[src/rtl/chan_init_pkg.sv]
package chan_init_pkg;
  localparam int DEV_W    = 5;
  localparam int MAX_DEV  = 32;
  localparam int ADDR_W   = 8;
  localparam int DATA_W   = 16;
  localparam int OP_W     = 3;
  localparam int TFLD_W   = 8;
  localparam int NUM_TFLD = 6;
  localparam int REF_W    = 12;
  localparam int OFF_W    = 4;
  localparam int CFG_W    = OFF_W + NUM_TFLD * TFLD_W + REF_W;

  typedef enum logic [OP_W-1:0] {
    OP_NONE   = 3'd0,
    OP_WREG   = 3'd1,
    OP_SETR   = 3'd2,
    OP_CLRR   = 3'd3,
    OP_PDEXIT = 3'd4,
    OP_SETF   = 3'd5
  } op_e;

  // order of the enum is the order of the bring-up
  typedef enum logic [3:0] {
    ST_ID, ST_PDX, ST_PDXA, ST_NAPX, ST_RDLY, ST_RDLY2, ST_FRM,
    ST_SETR, ST_CLRR, ST_CCA, ST_CCB, ST_PDEXIT, ST_SETF
  } step_e;

  localparam logic [ADDR_W-1:0] A_DEVID = 8'h01;
  localparam logic [ADDR_W-1:0] A_PDX   = 8'h02;
  localparam logic [ADDR_W-1:0] A_PDXA  = 8'h03;
  localparam logic [ADDR_W-1:0] A_NAPX  = 8'h04;
  localparam logic [ADDR_W-1:0] A_RDLY  = 8'h05;
  localparam logic [ADDR_W-1:0] A_RDLY2 = 8'h06;
  localparam logic [ADDR_W-1:0] A_FRM   = 8'h07;
  localparam logic [ADDR_W-1:0] A_CCA   = 8'h08;
  localparam logic [ADDR_W-1:0] A_CCB   = 8'h09;
endpackage

[src/rtl/chan_init_walk.sv]
module chan_init_walk
  import chan_init_pkg::*;
(
  input  logic             clk,
  input  logic             rst_n,
  input  logic             restart,
  input  logic             adv,
  input  logic [DEV_W-1:0] last_dev,
  output step_e            step,
  output logic [DEV_W-1:0] dev,
  output logic             walk_end
);
  step_e            step_q, step_d;
  logic [DEV_W-1:0] dev_q, dev_d;
  logic             upd;

  always_comb begin
    step_d   = step_q;
    dev_d    = dev_q;
    walk_end = 1'b0;
    case (step_q)
      ST_SETR: step_d = ST_CLRR;
      ST_CLRR: begin
        if (dev_q == last_dev) begin
          step_d = ST_CCA;
          dev_d  = '0;
        end else begin
          step_d = ST_SETR;
          dev_d  = dev_q + 1'b1;
        end
      end
      ST_PDEXIT: begin
        step_d = ST_SETF;
        dev_d  = '0;
      end
      default: begin
        if (dev_q == last_dev) begin
          dev_d = '0;
          if (step_q == ST_SETF) walk_end = 1'b1;
          else                   step_d   = step_e'(step_q + 4'd1);
        end else begin
          dev_d = dev_q + 1'b1;
        end
      end
    endcase
  end

  assign upd = restart | (adv & ~walk_end);

  always_ff @(posedge clk or negedge rst_n) begin
    if (!rst_n) begin
      step_q <= ST_ID;
      dev_q  <= '0;
    end else if (upd) begin
      step_q <= restart ? ST_ID : step_d;
      dev_q  <= restart ? '0    : dev_d;
    end
  end

  assign step = step_q;
  assign dev  = dev_q;
endmodule

[src/rtl/chan_init_desc.sv]
module chan_init_desc
  import chan_init_pkg::*;
#(
  parameter logic [DATA_W-1:0] PDX_VAL   = 16'h0010,
  parameter logic [DATA_W-1:0] PDXA_VAL  = 16'h0020,
  parameter logic [DATA_W-1:0] NAPX_VAL  = 16'h0006,
  parameter logic [DATA_W-1:0] RDLY_MIN  = 16'h0003,
  parameter logic [DATA_W-1:0] RDLY2_MIN = 16'h0001,
  parameter logic [DATA_W-1:0] FRM_VAL   = 16'h0004,
  parameter logic [DATA_W-1:0] CC_MID    = 16'h001F
) (
  input  step_e              step,
  input  logic [DEV_W-1:0]   dev,
  output logic [OP_W-1:0]    op,
  output logic               bcast,
  output logic [DEV_W-1:0]   dev_o,
  output logic [ADDR_W-1:0]  addr,
  output logic [DATA_W-1:0]  data
);
  always_comb begin
    op    = OP_WREG;
    bcast = 1'b0;
    dev_o = dev;
    addr  = '0;
    data  = '0;
    case (step)
      ST_ID:     begin addr = A_DEVID; data = {{(DATA_W-DEV_W){1'b0}}, dev}; end
      ST_PDX:    begin addr = A_PDX;   data = PDX_VAL;   end
      ST_PDXA:   begin addr = A_PDXA;  data = PDXA_VAL;  end
      ST_NAPX:   begin addr = A_NAPX;  data = NAPX_VAL;  end
      ST_RDLY:   begin addr = A_RDLY;  data = RDLY_MIN;  end
      ST_RDLY2:  begin addr = A_RDLY2; data = RDLY2_MIN; end
      ST_FRM:    begin addr = A_FRM;   data = FRM_VAL;   end
      ST_CCA:    begin addr = A_CCA;   data = CC_MID;    end
      ST_CCB:    begin addr = A_CCB;   data = CC_MID;    end
      ST_SETR:   op = OP_SETR;
      ST_CLRR:   op = OP_CLRR;
      ST_PDEXIT: begin op = OP_PDEXIT; bcast = 1'b1; dev_o = '0; end
      ST_SETF:   op = OP_SETF;
      default:   op = OP_NONE;
    endcase
  end
endmodule

[src/rtl/chan_init_agg.sv]
module chan_init_agg
  import chan_init_pkg::*;
(
  input  logic                       clk,
  input  logic                       rst_n,
  input  logic                       clr,
  input  logic                       en,
  input  logic [NUM_TFLD*TFLD_W-1:0] dmin,
  input  logic [REF_W-1:0]           dref,
  output logic [NUM_TFLD*TFLD_W-1:0] tmax,
  output logic [REF_W-1:0]           rmin
);
  for (genvar g = 0; g < NUM_TFLD; g++) begin : g_fld
    logic [TFLD_W-1:0] q;
    logic              take;
    assign take = en && (dmin[g*TFLD_W +: TFLD_W] > q);
    always_ff @(posedge clk or negedge rst_n) begin
      if (!rst_n)    q <= '0;
      else if (clr)  q <= '0;
      else if (take) q <= dmin[g*TFLD_W +: TFLD_W];
    end
    assign tmax[g*TFLD_W +: TFLD_W] = q;
  end

  logic [REF_W-1:0] r_q;
  logic             r_take;
  assign r_take = en && (dref < r_q);

  always_ff @(posedge clk or negedge rst_n) begin
    if (!rst_n)      r_q <= '1;
    else if (clr)    r_q <= '1;
    else if (r_take) r_q <= dref;
  end

  assign rmin = r_q;
endmodule

[src/rtl/chan_init_seq.sv]
module chan_init_seq
  import chan_init_pkg::*;
#(
  parameter logic [DATA_W-1:0] PDX_VAL   = 16'h0010,
  parameter logic [DATA_W-1:0] PDXA_VAL  = 16'h0020,
  parameter logic [DATA_W-1:0] NAPX_VAL  = 16'h0006,
  parameter logic [DATA_W-1:0] RDLY_MIN  = 16'h0003,
  parameter logic [DATA_W-1:0] RDLY2_MIN = 16'h0001,
  parameter logic [DATA_W-1:0] FRM_VAL   = 16'h0004,
  parameter int                CC_MIN    = 0,
  parameter int                CC_MAX    = 63,
  parameter logic [OFF_W-1:0]  RDOFF_MIN = 4'd2
) (
  input  logic                       clk,
  input  logic                       rst_n,
  input  logic                       start,
  input  logic [DEV_W:0]             dev_count,
  output logic                       cmd_valid,
  input  logic                       cmd_ack,
  output logic [OP_W-1:0]            cmd_op,
  output logic                       cmd_bcast,
  output logic [DEV_W-1:0]           cmd_dev,
  output logic [ADDR_W-1:0]          cmd_addr,
  output logic [DATA_W-1:0]          cmd_data,
  output logic [DEV_W-1:0]           prm_dev,
  input  logic [NUM_TFLD*TFLD_W-1:0] prm_min,
  input  logic [REF_W-1:0]           prm_refmax,
  output logic [CFG_W-1:0]           cfg_word,
  output logic                       done
);
  localparam logic [DATA_W-1:0] CC_MID = DATA_W'((CC_MIN + CC_MAX) / 2);
  localparam int NUM_FLD = NUM_TFLD + 2;
  localparam int FLD_W   = $clog2(NUM_FLD);

  typedef enum logic [2:0] {S_IDLE, S_CMD, S_AGG, S_CFG, S_DONE} st_e;

  st_e                       st_q, st_d;
  logic                      start_ok, adv, walk_end;
  logic [DEV_W-1:0]          last_in, last_q, agg_q, walk_dev;
  logic [FLD_W-1:0]          fld_q;
  logic [CFG_W-1:0]          cfg_q, cfg_nxt;
  logic [NUM_TFLD*TFLD_W-1:0] tmax;
  logic [REF_W-1:0]          rmin;
  step_e                     step;

  assign start_ok  = start && (st_q == S_IDLE || st_q == S_DONE);
  assign cmd_valid = (st_q == S_CMD);
  assign adv       = cmd_valid & cmd_ack;
  assign done      = (st_q == S_DONE);
  assign prm_dev   = agg_q;
  assign cfg_word  = cfg_q;

  // device count clamp to 1..MAX_DEV
  always_comb begin
    if (dev_count == '0)                         last_in = '0;
    else if (dev_count > (DEV_W+1)'(MAX_DEV))    last_in = DEV_W'(MAX_DEV - 1);
    else                                         last_in = DEV_W'(dev_count - 1'b1);
  end

  chan_init_walk u_walk (
    .clk      (clk),
    .rst_n    (rst_n),
    .restart  (start_ok),
    .adv      (adv),
    .last_dev (last_q),
    .step     (step),
    .dev      (walk_dev),
    .walk_end (walk_end)
  );

  chan_init_desc #(
    .PDX_VAL   (PDX_VAL),
    .PDXA_VAL  (PDXA_VAL),
    .NAPX_VAL  (NAPX_VAL),
    .RDLY_MIN  (RDLY_MIN),
    .RDLY2_MIN (RDLY2_MIN),
    .FRM_VAL   (FRM_VAL),
    .CC_MID    (CC_MID)
  ) u_desc (
    .step  (step),
    .dev   (walk_dev),
    .op    (cmd_op),
    .bcast (cmd_bcast),
    .dev_o (cmd_dev),
    .addr  (cmd_addr),
    .data  (cmd_data)
  );

  chan_init_agg u_agg (
    .clk   (clk),
    .rst_n (rst_n),
    .clr   (start_ok),
    .en    (st_q == S_AGG),
    .dmin  (prm_min),
    .dref  (prm_refmax),
    .tmax  (tmax),
    .rmin  (rmin)
  );

  always_comb begin
    st_d = st_q;
    case (st_q)
      S_IDLE, S_DONE: if (start_ok) st_d = S_CMD;
      S_CMD:          if (adv && walk_end) st_d = S_AGG;
      S_AGG:          if (agg_q == last_q) st_d = S_CFG;
      S_CFG:          if (fld_q == FLD_W'(NUM_FLD - 1)) st_d = S_DONE;
      default:        st_d = S_IDLE;
    endcase
  end

  always_comb begin
    cfg_nxt = cfg_q;
    if (fld_q == '0)
      cfg_nxt[OFF_W-1:0] = RDOFF_MIN;
    if (fld_q == FLD_W'(NUM_FLD - 1))
      cfg_nxt[CFG_W-1 -: REF_W] = rmin;
    for (int k = 0; k < NUM_TFLD; k++) begin
      if (fld_q == FLD_W'(k + 1))
        cfg_nxt[OFF_W + k*TFLD_W +: TFLD_W] = tmax[k*TFLD_W +: TFLD_W];
    end
  end

  always_ff @(posedge clk or negedge rst_n) begin
    if (!rst_n) st_q <= S_IDLE;
    else        st_q <= st_d;
  end

  always_ff @(posedge clk or negedge rst_n) begin
    if (!rst_n)        last_q <= '0;
    else if (start_ok) last_q <= last_in;
  end

  always_ff @(posedge clk or negedge rst_n) begin
    if (!rst_n)              agg_q <= '0;
    else if (start_ok)       agg_q <= '0;
    else if (st_q == S_AGG)  agg_q <= agg_q + 1'b1;
  end

  always_ff @(posedge clk or negedge rst_n) begin
    if (!rst_n) begin
      fld_q <= '0;
      cfg_q <= '0;
    end else if (start_ok) begin
      fld_q <= '0;
      cfg_q <= '0;
    end else if (st_q == S_CFG) begin
      fld_q <= fld_q + 1'b1;
      cfg_q <= cfg_nxt;
    end
  end
endmodule

[config.mk]
export PLATFORM = sky130hd
export DESIGN_NAME = chan_init_seq
export DESIGN_NICKNAME = d
export VERILOG_FILES = /design/src/rtl/chan_init_pkg.sv /design/src/rtl/chan_init_walk.sv /design/src/rtl/chan_init_desc.sv /design/src/rtl/chan_init_agg.sv /design/src/rtl/chan_init_seq.sv
export SDC_FILE = /design/constraint.sdc
export NUM_CORES = 1
export LEC_CHECK = 0
export BUFFER_PORTS_ARGS = -buffer_cell sky130_fd_sc_hd__buf_2
export CORE_ASPECT_RATIO = 0.8
export CORE_UTILIZATION = 55
export CTS_BUF_LIST = sky130_fd_sc_hd__clkbuf_2 sky130_fd_sc_hd__clkbuf_4 sky130_fd_sc_hd__clkbuf_8
export DETAILED_ROUTE_END_ITERATION = 8
export GPL_TIMING_DRIVEN = 1
export PLACE_DENSITY = 0.84
export SLEW_MARGIN = 20
export SYNTH_ARGS = -nofsm -noshare
export SYNTH_HDL_FRONTEND = slang
export SYNTH_SLANG_ARGS = --single-unit
[constraint.sdc]
create_clock -name clk -period 2.8 [get_ports clk]
set_clock_uncertainty 0.05 [all_clocks]
set_input_delay 0.56 -clock clk [delete_from_list [all_inputs] [get_ports clk]]
set_output_delay 0.56 -clock clk [all_outputs]
set_load 0.02 [all_outputs]
==> metrics.yaml, run 1 <==
synthesis:
  ys_dominant_reg_cell: "dfrtp_1"
  synth.yosys.seq_area_share_pct: 42.3
  yosysTopAreaCellShare_pct: 38.7
  synth-async-reset-ratio_pct: 100
  ys_warn_count: 0
  synth_area_um2: 8670
  netlist_instances: 913
  synth_edf_count: 0
  synth_area_leader_cell: "dfrtp_1"
  synth_top_cells_by_area: "dfrtp_1 39%, ha_1 11%, mux2_4 6.8%"
  synth.ff_latch_count: 146
  avgSynthCellArea_um2: 9.50
  synth_cell_types: 62
critical_path:
  reg2reg_depth: 7
  timing.rr.start: "u_agg.g_fld[1].q[7]"
  slowest_delay_ns: 0.46
  setup.worst_path.start_class: "flop"
  critical_path_buf_inv_count: 3
  setup.worst_path.class: "reg -> out"
  r2r_end: "u_agg.g_fld[1].q[1]"
  regToRegSetupSlack_ns: 0.49
  endpoint_kind: "output port"
  path_delay_family: "flip-flops"
  worst_path_max_delay_cell: "dfrtp_2"
  cp.required_ns: 2.19
  cp_max_fo: 10
  path_cells: "inv_1, ha_2, inv_1, nor2_1, nand2_1, a21oi_1, buf_2"
  cp.arrival_ns: 2.03
  cpMostUsedCell: "inv_1"
clock_network:
  clock_latency_ns: 0.45
  clkTransAtPathRegs_ns: 0.08
  cts_tree: "yes"
  cts_buffer_depth: 2
  numClockSinks: 146
  cts_resized: 0
  htree_num_levels: 4
  post_cts_buffers: 0
  clock-root-buffer: "clkbuf_8"
  cts_hold_buffers: 0
  cts_buffers: 17
finish:
  stdcell_area_um2: 9990
  regArea_um2: 3670
  multi_input_area_um2: 4370
  syn_to_final_growth_pct: 15.2
  layout-drive-gt1-share_pct: 25.1
  fill_cells: 1268
  stdcell_count: 1273
  layout.nets: 1194
  antenna_cells: 0
global_routing:
  grt.overflow.total: 0
  grt_pass1_vias: 6491
  antenna_found_initial: 0
  grt_usage_pct: 25.1
  grt_max_degree: 58
  grt_pass1_wl_mm: 31.8
route:
  vias_per_cell: 5.41
  wl_per_cell_um: 15.4
  drc: 0
  drt_pass1_iterations: 5
  vias: 6889
  drtIter0Drc: 469
  drtAntennaViolNets: 0
  finalWirelength_mm: 19.5
sta:
  fin_crit_sh_pct: 94.2
  setup_violations: 0
  maxSlewHeadroom_pct: 53.3
  drv_slew: 0
  whs_ns: 0.0160
  tightest_slew_ns: 0.691
  finalCriticalPeriod_ns: 2.64
  rsz0062_at_grt: "no"
  clock.fmax_mhz: 379
  hold_violations: 0
  setup_tns_ns: 0
floorplanning:
  core-area_um2: 15200
  ios: 174
  fp-row-count: 40
  die_x_um: 142
  start_util_pct: 57.0
  die_y_um: 114
  design.die.area_um2: 16300
run_status:
  outcome: "finished, final reports clean"
power_and_ir_drop:
  ir_drop_v: 0.000321
  leakagePower_nw: 5.21
  p_per_area_nw_per_um2: 607
  power_mw: 6.07
placement:
  placed_cell_area_um2: 9510
  io_buffers: 156
  dp_cells: 1242
  gp_congestion: 0.863
  dp_hpwl_mm: 14.1
worst_hold_path:
  hold_class: "in -> async"
job:
  max_cap_violations: 0
-- synth_stat cells, types with 2 or more instances --
| library cell | instances |
|---|---|
| dfrtp_1 | 134 |
| nand2_1 | 114 |
| nor2_1 | 78 |
| inv_1 | 75 |
| ha_1 | 73 |
| o21ai_0 | 66 |
| a21oi_1 | 53 |
| mux2_4 | 39 |
| nand3_1 | 30 |
| o211ai_1 | 24 |
| buf_4 | 22 |
| buf_2 | 19 |
| mux2i_1 | 15 |
| dfstp_2 | 12 |
| nand4_1 | 12 |
| nor3_1 | 12 |
| clkbuf_1 | 11 |
| and2_1 | 9 |
| xor2_1 | 9 |
| buf_6 | 8 |
| nand2b_1 | 8 |
| xnor2_1 | 7 |
| a41oi_1 | 6 |
| and3_1 | 6 |
| or3_1 | 6 |
| o21a_1 | 5 |
| o21ai_1 | 5 |
| a22oi_1 | 4 |
| buf_1 | 4 |
| a311oi_1 | 3 |
| maj3_1 | 3 |
| mux2_2 | 3 |
| nor2b_1 | 3 |
| a211oi_1 | 2 |
| a21o_1 | 2 |
| a221oi_1 | 2 |
| nor2_2 | 2 |
| o211a_1 | 2 |
| o22ai_1 | 2 |
-- stage by stage --
stage	setup slack, ns	util [%]
finish	0.164	65.7
global route	0.00586	65.7
CTS	0.00324	65.6
detailed placement	0.320	62.5
global placement	0.391	62.5
floorplan	0.568	-
-- final cells by class --
cell class                 instances  area share [%]
clock inverter                     8            1.74
tap                              210            2.63
sequential                       146            36.7
multi-input combinational        642            43.8
clock buffer                      23            2.98
timing repair buffer             168            9.28
inverter                          76            2.86
-- state kept, by name, indices dropped and copies added (netlist names) --
register,count
u_agg.rmin,12
fld_q,3
last_q,5
u_agg.g_fld.q,48
u_walk.step,4
prm_dev,5
cfg_word,61
u_walk.dev,5
st_q,3
-- cells in the final DEF, fill, tap and decap left out, types with 15 or more instances in the layout --
cell type	n
a21oi_1	53
buf_2	155
clkbuf_8	20
conb_1	17
dfrtp_1	133
ha_1	72
inv_1	75
mux2_4	39
mux2i_1	15
nand2_1	113
nand3_1	30
nor2_1	78
o211ai_1	24
o21ai_0	66
-- cell families (layout without fill, tap and decap cells) --
group / count (synthesis) / in the layout / share of synthesized area [%]
AO/OA/AOI/OAI: 188 / 188 / 13.2
XOR/XNOR: 16 / 16 / 1.62
adder cells (fa/ha/maj): 76 / 76 / 10.9
buffers and inverters: 141 / 275 / 8.04
flip-flops: 146 / 146 / 42.3
multiplexers: 57 / 57 / 8.87
other: 1 / 17 / 0.0432
AND/OR/NAND/NOR: 288 / 288 / 15.0
-- report_power, final --
| group | switching [mW] | internal (mW) |
|---|---|---|
| sequential | 0.186 | 2.32 |
| combinational | 0.975 | 0.636 |
| clock | 0.787 | 1.16 |
| total | 1.95 | 4.12 |
-- worst max path at each step --
stage,from,to,slack (ns),cells after the start
3_5_place_dp,prm_min[47],u_agg.g_fld[5].q[6],0.32,7
4_1_cts,u_walk.step[0],cmd_data[3],0.003,7
2_1_floorplan,u_walk.step[0],cmd_addr[2],0.57,5
5_1_grt,u_walk.step[0],cmd_data[3],0.006,7
3_3_place_gp,prm_min[31],u_agg.g_fld[3].q[6],0.39,7
6_report,u_walk.step[0],cmd_data[3],0.16,7
-- metal layers --
| metal | up-vias | global-route usage, % | wire length, um | part of all wire, % |
|---|---|---|---|---|
| met5 | - | 0 | 0 | 0 |
| met4 | 0 | 7.17 | 259 | 1.3 |
| met3 | 22 | 5.27 | 977 | 5.0 |
| met2 | 191 | 40.5 | 9160 | 47 |
| met1 | 3314 | 34.3 | 9150 | 47 |
| li1 | 3362 | - | - | - |
(Power assumes the default switching activity.)
==> run 2: changes to the inputs <==
==> constraint.sdc (replaced) <==
create_clock -name clk -period 3.1 [get_ports clk]
set_clock_uncertainty 0.05 [all_clocks]
set_input_delay 0.62 -clock clk [delete_from_list [all_inputs] [get_ports clk]]
set_output_delay 0.62 -clock clk [all_outputs]
set_load 0.02 [all_outputs]
==> metrics.yaml, run 2 (synthesis results as in run 1) <==
run_status:
  outcome: "finished, final reports clean"  # unchanged
route:
  drtIter0Drc: 466  # was 469
  drc: 0  # unchanged
  vias_per_cell: 5.33  # was 5.41
  drt_pass1_iterations: 5  # unchanged
  drtAntennaViolNets: 0  # unchanged
  vias: 6792  # was 6889
  finalWirelength_mm: 19.4  # was 19.5 mm
  wl_per_cell_um: 15.3  # was 15.4 um
clock_network:
  clock_latency_ns: 0.45  # about the same
  cts_buffers: 17  # unchanged
  clock-root-buffer: "clkbuf_8"  # unchanged
  post_cts_buffers: 0  # unchanged
  cts_hold_buffers: 0  # unchanged
  cts_tree: "yes"  # unchanged
  clkTransAtPathRegs_ns: 0.08  # about the same
  cts_buffer_depth: 2  # unchanged
  htree_num_levels: 4  # unchanged
  cts_resized: 0  # unchanged
  numClockSinks: 146  # unchanged
global_routing:
  grt_max_degree: 64  # was 58
  grt_pass1_wl_mm: 31.9  # was 31.8 mm
  grt_pass1_vias: 6473  # was 6491
  grt.overflow.total: 0  # unchanged
  antenna_found_initial: 1  # was 0
  grt_usage_pct: 25.0  # was 25.1%
sta:
  clock.fmax_mhz: 348
  rsz0062_at_grt: "no"  # unchanged
  setup_tns_ns: 0  # unchanged
  maxSlewHeadroom_pct: 47.0  # was 53.3%
  drv_slew: 0  # unchanged
  tightest_slew_ns: 0.793  # was 0.691 ns
  worst_slack_ns: 0.227  # was 0.164 ns
  setup_violations: 0  # unchanged
  finalCriticalPeriod_ns: 2.87
  fin_crit_sh_pct: 92.7
  hold_violations: 0  # unchanged
critical_path:
  setup.worst_path.start_class: "flop"  # unchanged
  cp.required_ns: 2.43  # was 2.19 ns
  setup.worst_path.class: "reg -> out"  # unchanged
  worst_path_max_delay_cell: "dfrtp_1"  # was dfrtp_2
  reg2reg_depth: 7  # unchanged
  endpoint_kind: "output port"  # unchanged
  path_cells: "inv_1, ha_1, inv_1, nor2_1, nand2_1, a21oi_1, buf_2"  # was inv_1, ha_2, inv_1, nor2_1, nand2_1, a21oi_1, buf_2
  cp_max_fo: 10  # unchanged
  slowest_delay_ns: 0.46  # about the same
  cp.arrival_ns: 2.20  # was 2.03 ns
  cpMostUsedCell: "inv_1"  # unchanged
floorplanning:
  start_util_pct: 57.0  # unchanged
  die_y_um: 114  # unchanged
  ios: 174  # unchanged
  design.die.area_um2: 16300  # unchanged
  die_x_um: 142  # unchanged
  core-area_um2: 15200  # unchanged
  fp-row-count: 40  # unchanged
finish:
  largest_reg_flops: 61  # unchanged
  layout_commonest_cell: "buf_2"  # unchanged
  antenna_cells: 0  # unchanged
  syn_to_final_growth_pct: 15.0  # was 15.2%
  layout-drive-gt1-share_pct: 25.0  # was 25.1%
  stdcell_area_um2: 9970  # was 9990 um^2
  layout.nets: 1194  # unchanged
  fill_cells: 1250  # was 1268
  layout_common_cells: "155 x buf_2, 134 x dfrtp_1, 113 x nand2_1"  # was 155 x buf_2, 133 x dfrtp_1, 113 x nand2_1
  utilization_pct: 65.5  # was 65.7%
placement:
  gp_congestion: 0.904  # was 0.863
  dp_hpwl_mm: 14.0  # was 14.1 mm
  dp_slack_ns: 0.466  # was 0.320 ns
  placed_cell_area_um2: 9490  # was 9510 um^2
  io_buffers: 156  # unchanged
power_and_ir_drop:
  p_per_area_nw_per_um2: 552  # was 607 nW/um^2
  leakagePower_nw: 5.21  # about the same
  switching_share_pct: 32.8  # was 32.1%
  intPower_mw: 3.70  # was 4.12 mW
  pwr-share-comb_pct: 26.3  # was 26.6%
  ir_drop_v: 0.000339  # was 0.000321 V
  p_sw_mw: 1.81  # was 1.95 mW
  clockPowerShare_pct: 32.6  # was 32.1%
  seqPwrFrac_pct: 41.1  # was 41.3%
job:
  max_cap_violations: 0  # unchanged
worst_hold_path:
  hold_class: "in -> async"  # unchanged
## run 2: cell count changes in the layout (fill, tap and decap cells not counted)
cell,change
ha_1,+1
buf_4,+2
dfrtp_2,-1
dfrtp_1,+1
clkbuf_4,-2
clkinv_4,+3
buf_12,-2
ha_2,-1
## run 2: worst paths after layout
check	start	endpoint	slack, ns
max in group asynchronous	rst_n	u_agg.rmin[6]	2.10
min in group clk	prm_min[30]	u_agg.g_fld[3].q[6]	0.36
setup reg to reg	u_agg.g_fld[3].q[7]	u_agg.g_fld[3].q[5]	0.77
setup / recovery	u_walk.step[0]	cmd_data[3]	0.23
hold reg to reg	u_agg.g_fld[4].q[6]	cfg_word[42]	0.43
hold / removal	rst_n	cfg_word[24]	0.08
## run 2: area by class of cell
cell class / count / area, um^2 / share of cell area [%]
Clock inverter: 11 / 200 / 2.01
Timing Repair Buffer: 168 / 902 / 9.05
Clock buffer: 21 / 283 / 2.84
Sequential cell: 146 / 3670 / 36.8
Multi-Input combinational cell: 642 / 4370 / 43.8
Tap cell: 210 / 263 / 2.63
Inverter: 76 / 285 / 2.86
## run 2: metrics by stage
stage	std cells	hold slack [ns]	total power, mW
after floorplan	929	0.274	3.29
after global placement	1242	0.407	3.69
after detailed placement	1242	0.420	3.74
after CTS	1274	0.101	5.54
after global routing	1274	0.110	5.82
final	1274	0.0830	5.51
## run 2: layer usage
| metal | GRT usage [%] | wire, um | share of wire [%] | vias up |
|---|---|---|---|---|
| li1 | - | - | - | 3370 |
| met1 | 34.5 | 9420 | 48 | 3260 |
| met2 | 40.1 | 9060 | 47 | 147 |
| met3 | 5.10 | 724 | 3.7 | 15 |
| met4 | 6.74 | 237 | 1.2 | 0 |
| met5 | 0 | 0 | 0 | - |
## run 2: worst max-delay path: cells and delay by family (launching register included)
kind,cells,cell delay [ns]
flip-flops,1,0.46
buffers and inverters,3,0.52
AND/OR/NAND/NOR,2,0.24
adder cells (fa/ha/maj),1,0.36
AO/OA/AOI/OAI,1,0.19
## run 2: power by group through the flow
stage	Sequential [mW]	Clock (mW)	Combinational, mW
3_3_place_gp	2.29	0	1.40
3_5_place_dp	2.29	0	1.45
4_1_cts	2.26	1.82	1.46
2_1_floorplan	2.35	0	0.941
6_report	2.26	1.79	1.45
5_1_grt	2.29	1.91	1.62
==> run 3: changes to the inputs <==
--- a/config.mk
+++ b/config.mk
@@ -12,6 +12,7 @@
 export DETAILED_ROUTE_END_ITERATION = 8
 export GPL_TIMING_DRIVEN = 1
 export PLACE_DENSITY = 0.84
+export RECOVER_POWER = 25
 export SLEW_MARGIN = 20
 export SYNTH_ARGS = -nofsm -noshare
 export SYNTH_HDL_FRONTEND = slang
==> metrics.yaml, run 3 (synthesis results as in run 1) <==
power_and_ir_drop:
  clockPowerShare_pct: 32.6  # about the same
  leakagePower_nw: 5.20  # was 5.21 nW
  switching_share_pct: 32.8  # about the same
  p_sw_mw: 1.80  # was 1.81 mW
  pwr-share-comb_pct: 26.3  # about the same
  seqPwrFrac_pct: 41.1  # about the same
  p_per_area_nw_per_um2: 553  # was 552 nW/um^2
  power_mw: 5.50  # was 5.51 mW
  ir_drop_v: 0.000339  # about the same
  intPower_mw: 3.70  # about the same
clock_network:
  cts_hold_buffers: 0  # unchanged
  numClockSinks: 146  # unchanged
  clock-root-buffer: "clkbuf_8"  # unchanged
  htree_num_levels: 4  # unchanged
  post_cts_buffers: 0  # unchanged
  cts_tree: "yes"  # unchanged
  clock_latency_ns: 0.45  # about the same
  cts_resized: 0  # unchanged
  cts_buffer_depth: 2  # unchanged
  clkTransAtPathRegs_ns: 0.09  # was 0.08 ns
  cts_buffers: 17  # unchanged
global_routing:
  grt_usage_pct: 25.0  # unchanged
  grt_max_degree: 64  # unchanged
  grt_pass1_vias: 6473  # unchanged
  grt_pass1_wl_mm: 31.9  # unchanged
  grt.overflow.total: 0  # unchanged
  antenna_found_initial: 1  # unchanged
route:
  top_layer: "met4"  # unchanged
  wl_per_cell_um: 15.3  # about the same
  wl_met2_mm: 9.06  # unchanged
  drtAntennaViolNets: 0  # unchanged
  vias_per_cell: 5.33  # about the same
  drc: 0  # unchanged
  drtIter0Drc: 465  # was 466
  finalWirelength_mm: 19.4  # about the same
  m1WireLength_mm: 9.41  # was 9.42 mm
  drt_pass1_iterations: 5  # unchanged
  vias: 6793  # was 6792
  wl_met3_um: 724  # unchanged
run_status:
  violations: "capacitance limit, slew limit"
  outcome: "complete, but fails checks"  # was finished, final reports clean
sta:
  finalCriticalPeriod_ns: 2.87  # unchanged
  clock.fmax_mhz: 348  # unchanged
  setup_tns_ns: 0  # unchanged
  drv_slew: 64  # was 0
  maxSlewHeadroom_pct: -3.85  # was 47.0%
  hold_violations: 0  # unchanged
  fin_crit_sh_pct: 92.7  # unchanged
  setup_violations: 0  # unchanged
  rsz0062_at_grt: "no"  # unchanged
  tightest_slew_ns: 1.56  # was 0.793 ns
critical_path:
  path_cells: "inv_1, ha_1, inv_1, nor2_1, nand2_1, a21oi_1, buf_2"  # unchanged
  worst_path_max_delay_cell: "dfrtp_1"  # unchanged
  cpMostUsedCell: "inv_1"  # unchanged
  cp.arrival_ns: 2.20  # about the same
  setup.worst_path.class: "reg -> out"  # unchanged
  endpoint_kind: "output port"  # unchanged
  slowest_delay_ns: 0.46  # about the same
  cp_max_fo: 10  # unchanged
  cp.required_ns: 2.43  # about the same
  setup.worst_path.start_class: "flop"  # unchanged
finish:
  layout.nets: 1194  # unchanged
  layout_commonest_cell: "buf_2"  # unchanged
  layout-drive-gt1-share_pct: 24.9  # was 25.0%
  fill_cells: 1252  # was 1250
  syn_to_final_growth_pct: 14.7  # was 15.0%
  utilization_pct: 65.4  # was 65.5%
  stdcell_area_um2: 9950  # was 9970 um^2
  antenna_cells: 0  # unchanged
  largest_reg_flops: 61  # unchanged
  layout_common_cells: "155 x buf_2, 134 x dfrtp_1, 113 x nand2_1"  # unchanged
placement:
  io_buffers: 156  # unchanged
  dp_hpwl_mm: 14.0  # unchanged
  gp_congestion: 0.904  # unchanged
  placed_cell_area_um2: 9490  # unchanged
floorplanning:
  core-area_um2: 15200  # unchanged
  die_y_um: 114  # unchanged
  die_x_um: 142  # unchanged
  ios: 174  # unchanged
  design.die.area_um2: 16300  # unchanged
  start_util_pct: 57.0  # unchanged
  fp-row-count: 40  # unchanged
job:
  max_cap_violations: 1  # was 0
worst_hold_path:
  hold_class: "in -> reg"  # was in -> async
## run 3: layout make-up
class | instances | area, um^2 | share of cell area [%]
multi-input combinational | 642 | 4370 | 43.9
sequential | 146 | 3670 | 36.9
timing repair buffer | 168 | 877 | 8.82
inverter | 76 | 285 | 2.87
clock buffer | 21 | 283 | 2.84
tap | 210 | 263 | 2.64
clock inverter | 11 | 200 | 2.01
## run 3: critical path: cells and delay by family, from the launching register on
kind / cells / cell delay [ns]
fa+ha+maj: 1 / 0.36
simple gates: 2 / 0.24
compound gates: 1 / 0.19
flops: 1 / 0.46
buf+inv: 3 / 0.52
## run 3: per-stage QoR
stage	setup slack [ns]	hold WS, ns	std cells
final	0.227	0.362	1274
after global routing	0.0462	0.343	1274
after CTS	0.212	0.101	1274
after detailed placement	0.466	0.420	1242
after global placement	0.630	0.407	1242
after floorplan	0.808	0.274	929
## run 3: power by group through the flow
stage / clock [mW] / combinational, mW / sequential, mW
after floorplan: 0 / 0.941 / 2.35
after global placement: 0 / 1.40 / 2.29
after detailed placement: 0 / 1.45 / 2.29
after CTS: 1.82 / 1.46 / 2.26
after global routing: 1.91 / 1.62 / 2.29
final: 1.79 / 1.45 / 2.26
## run 3: routing by layer
metal  vias to the layer above  global-route usage (%)
met1                      3261                    34.5
met2                       147                    40.1
met4                         0                    6.74
met3                        15                    5.10
met5                         -                       0
li1                       3370                       -
## run 3: final timing paths
path,cells after the start,to,startpoint,slack [ns]
worst min-delay path,2,u_agg.g_fld[3].q[6],prm_min[30],0.36
max in group asynchronous,2,cfg_word[54],rst_n,0.58
worst max register to register,7,u_agg.g_fld[3].q[5],u_agg.g_fld[3].q[7],0.77
min in group asynchronous,1,cfg_word[24],rst_n,0.48
worst max-delay path,7,cmd_data[3],u_walk.step[0],0.23
worst min register to register,2,cfg_word[42],u_agg.g_fld[4].q[6],0.43
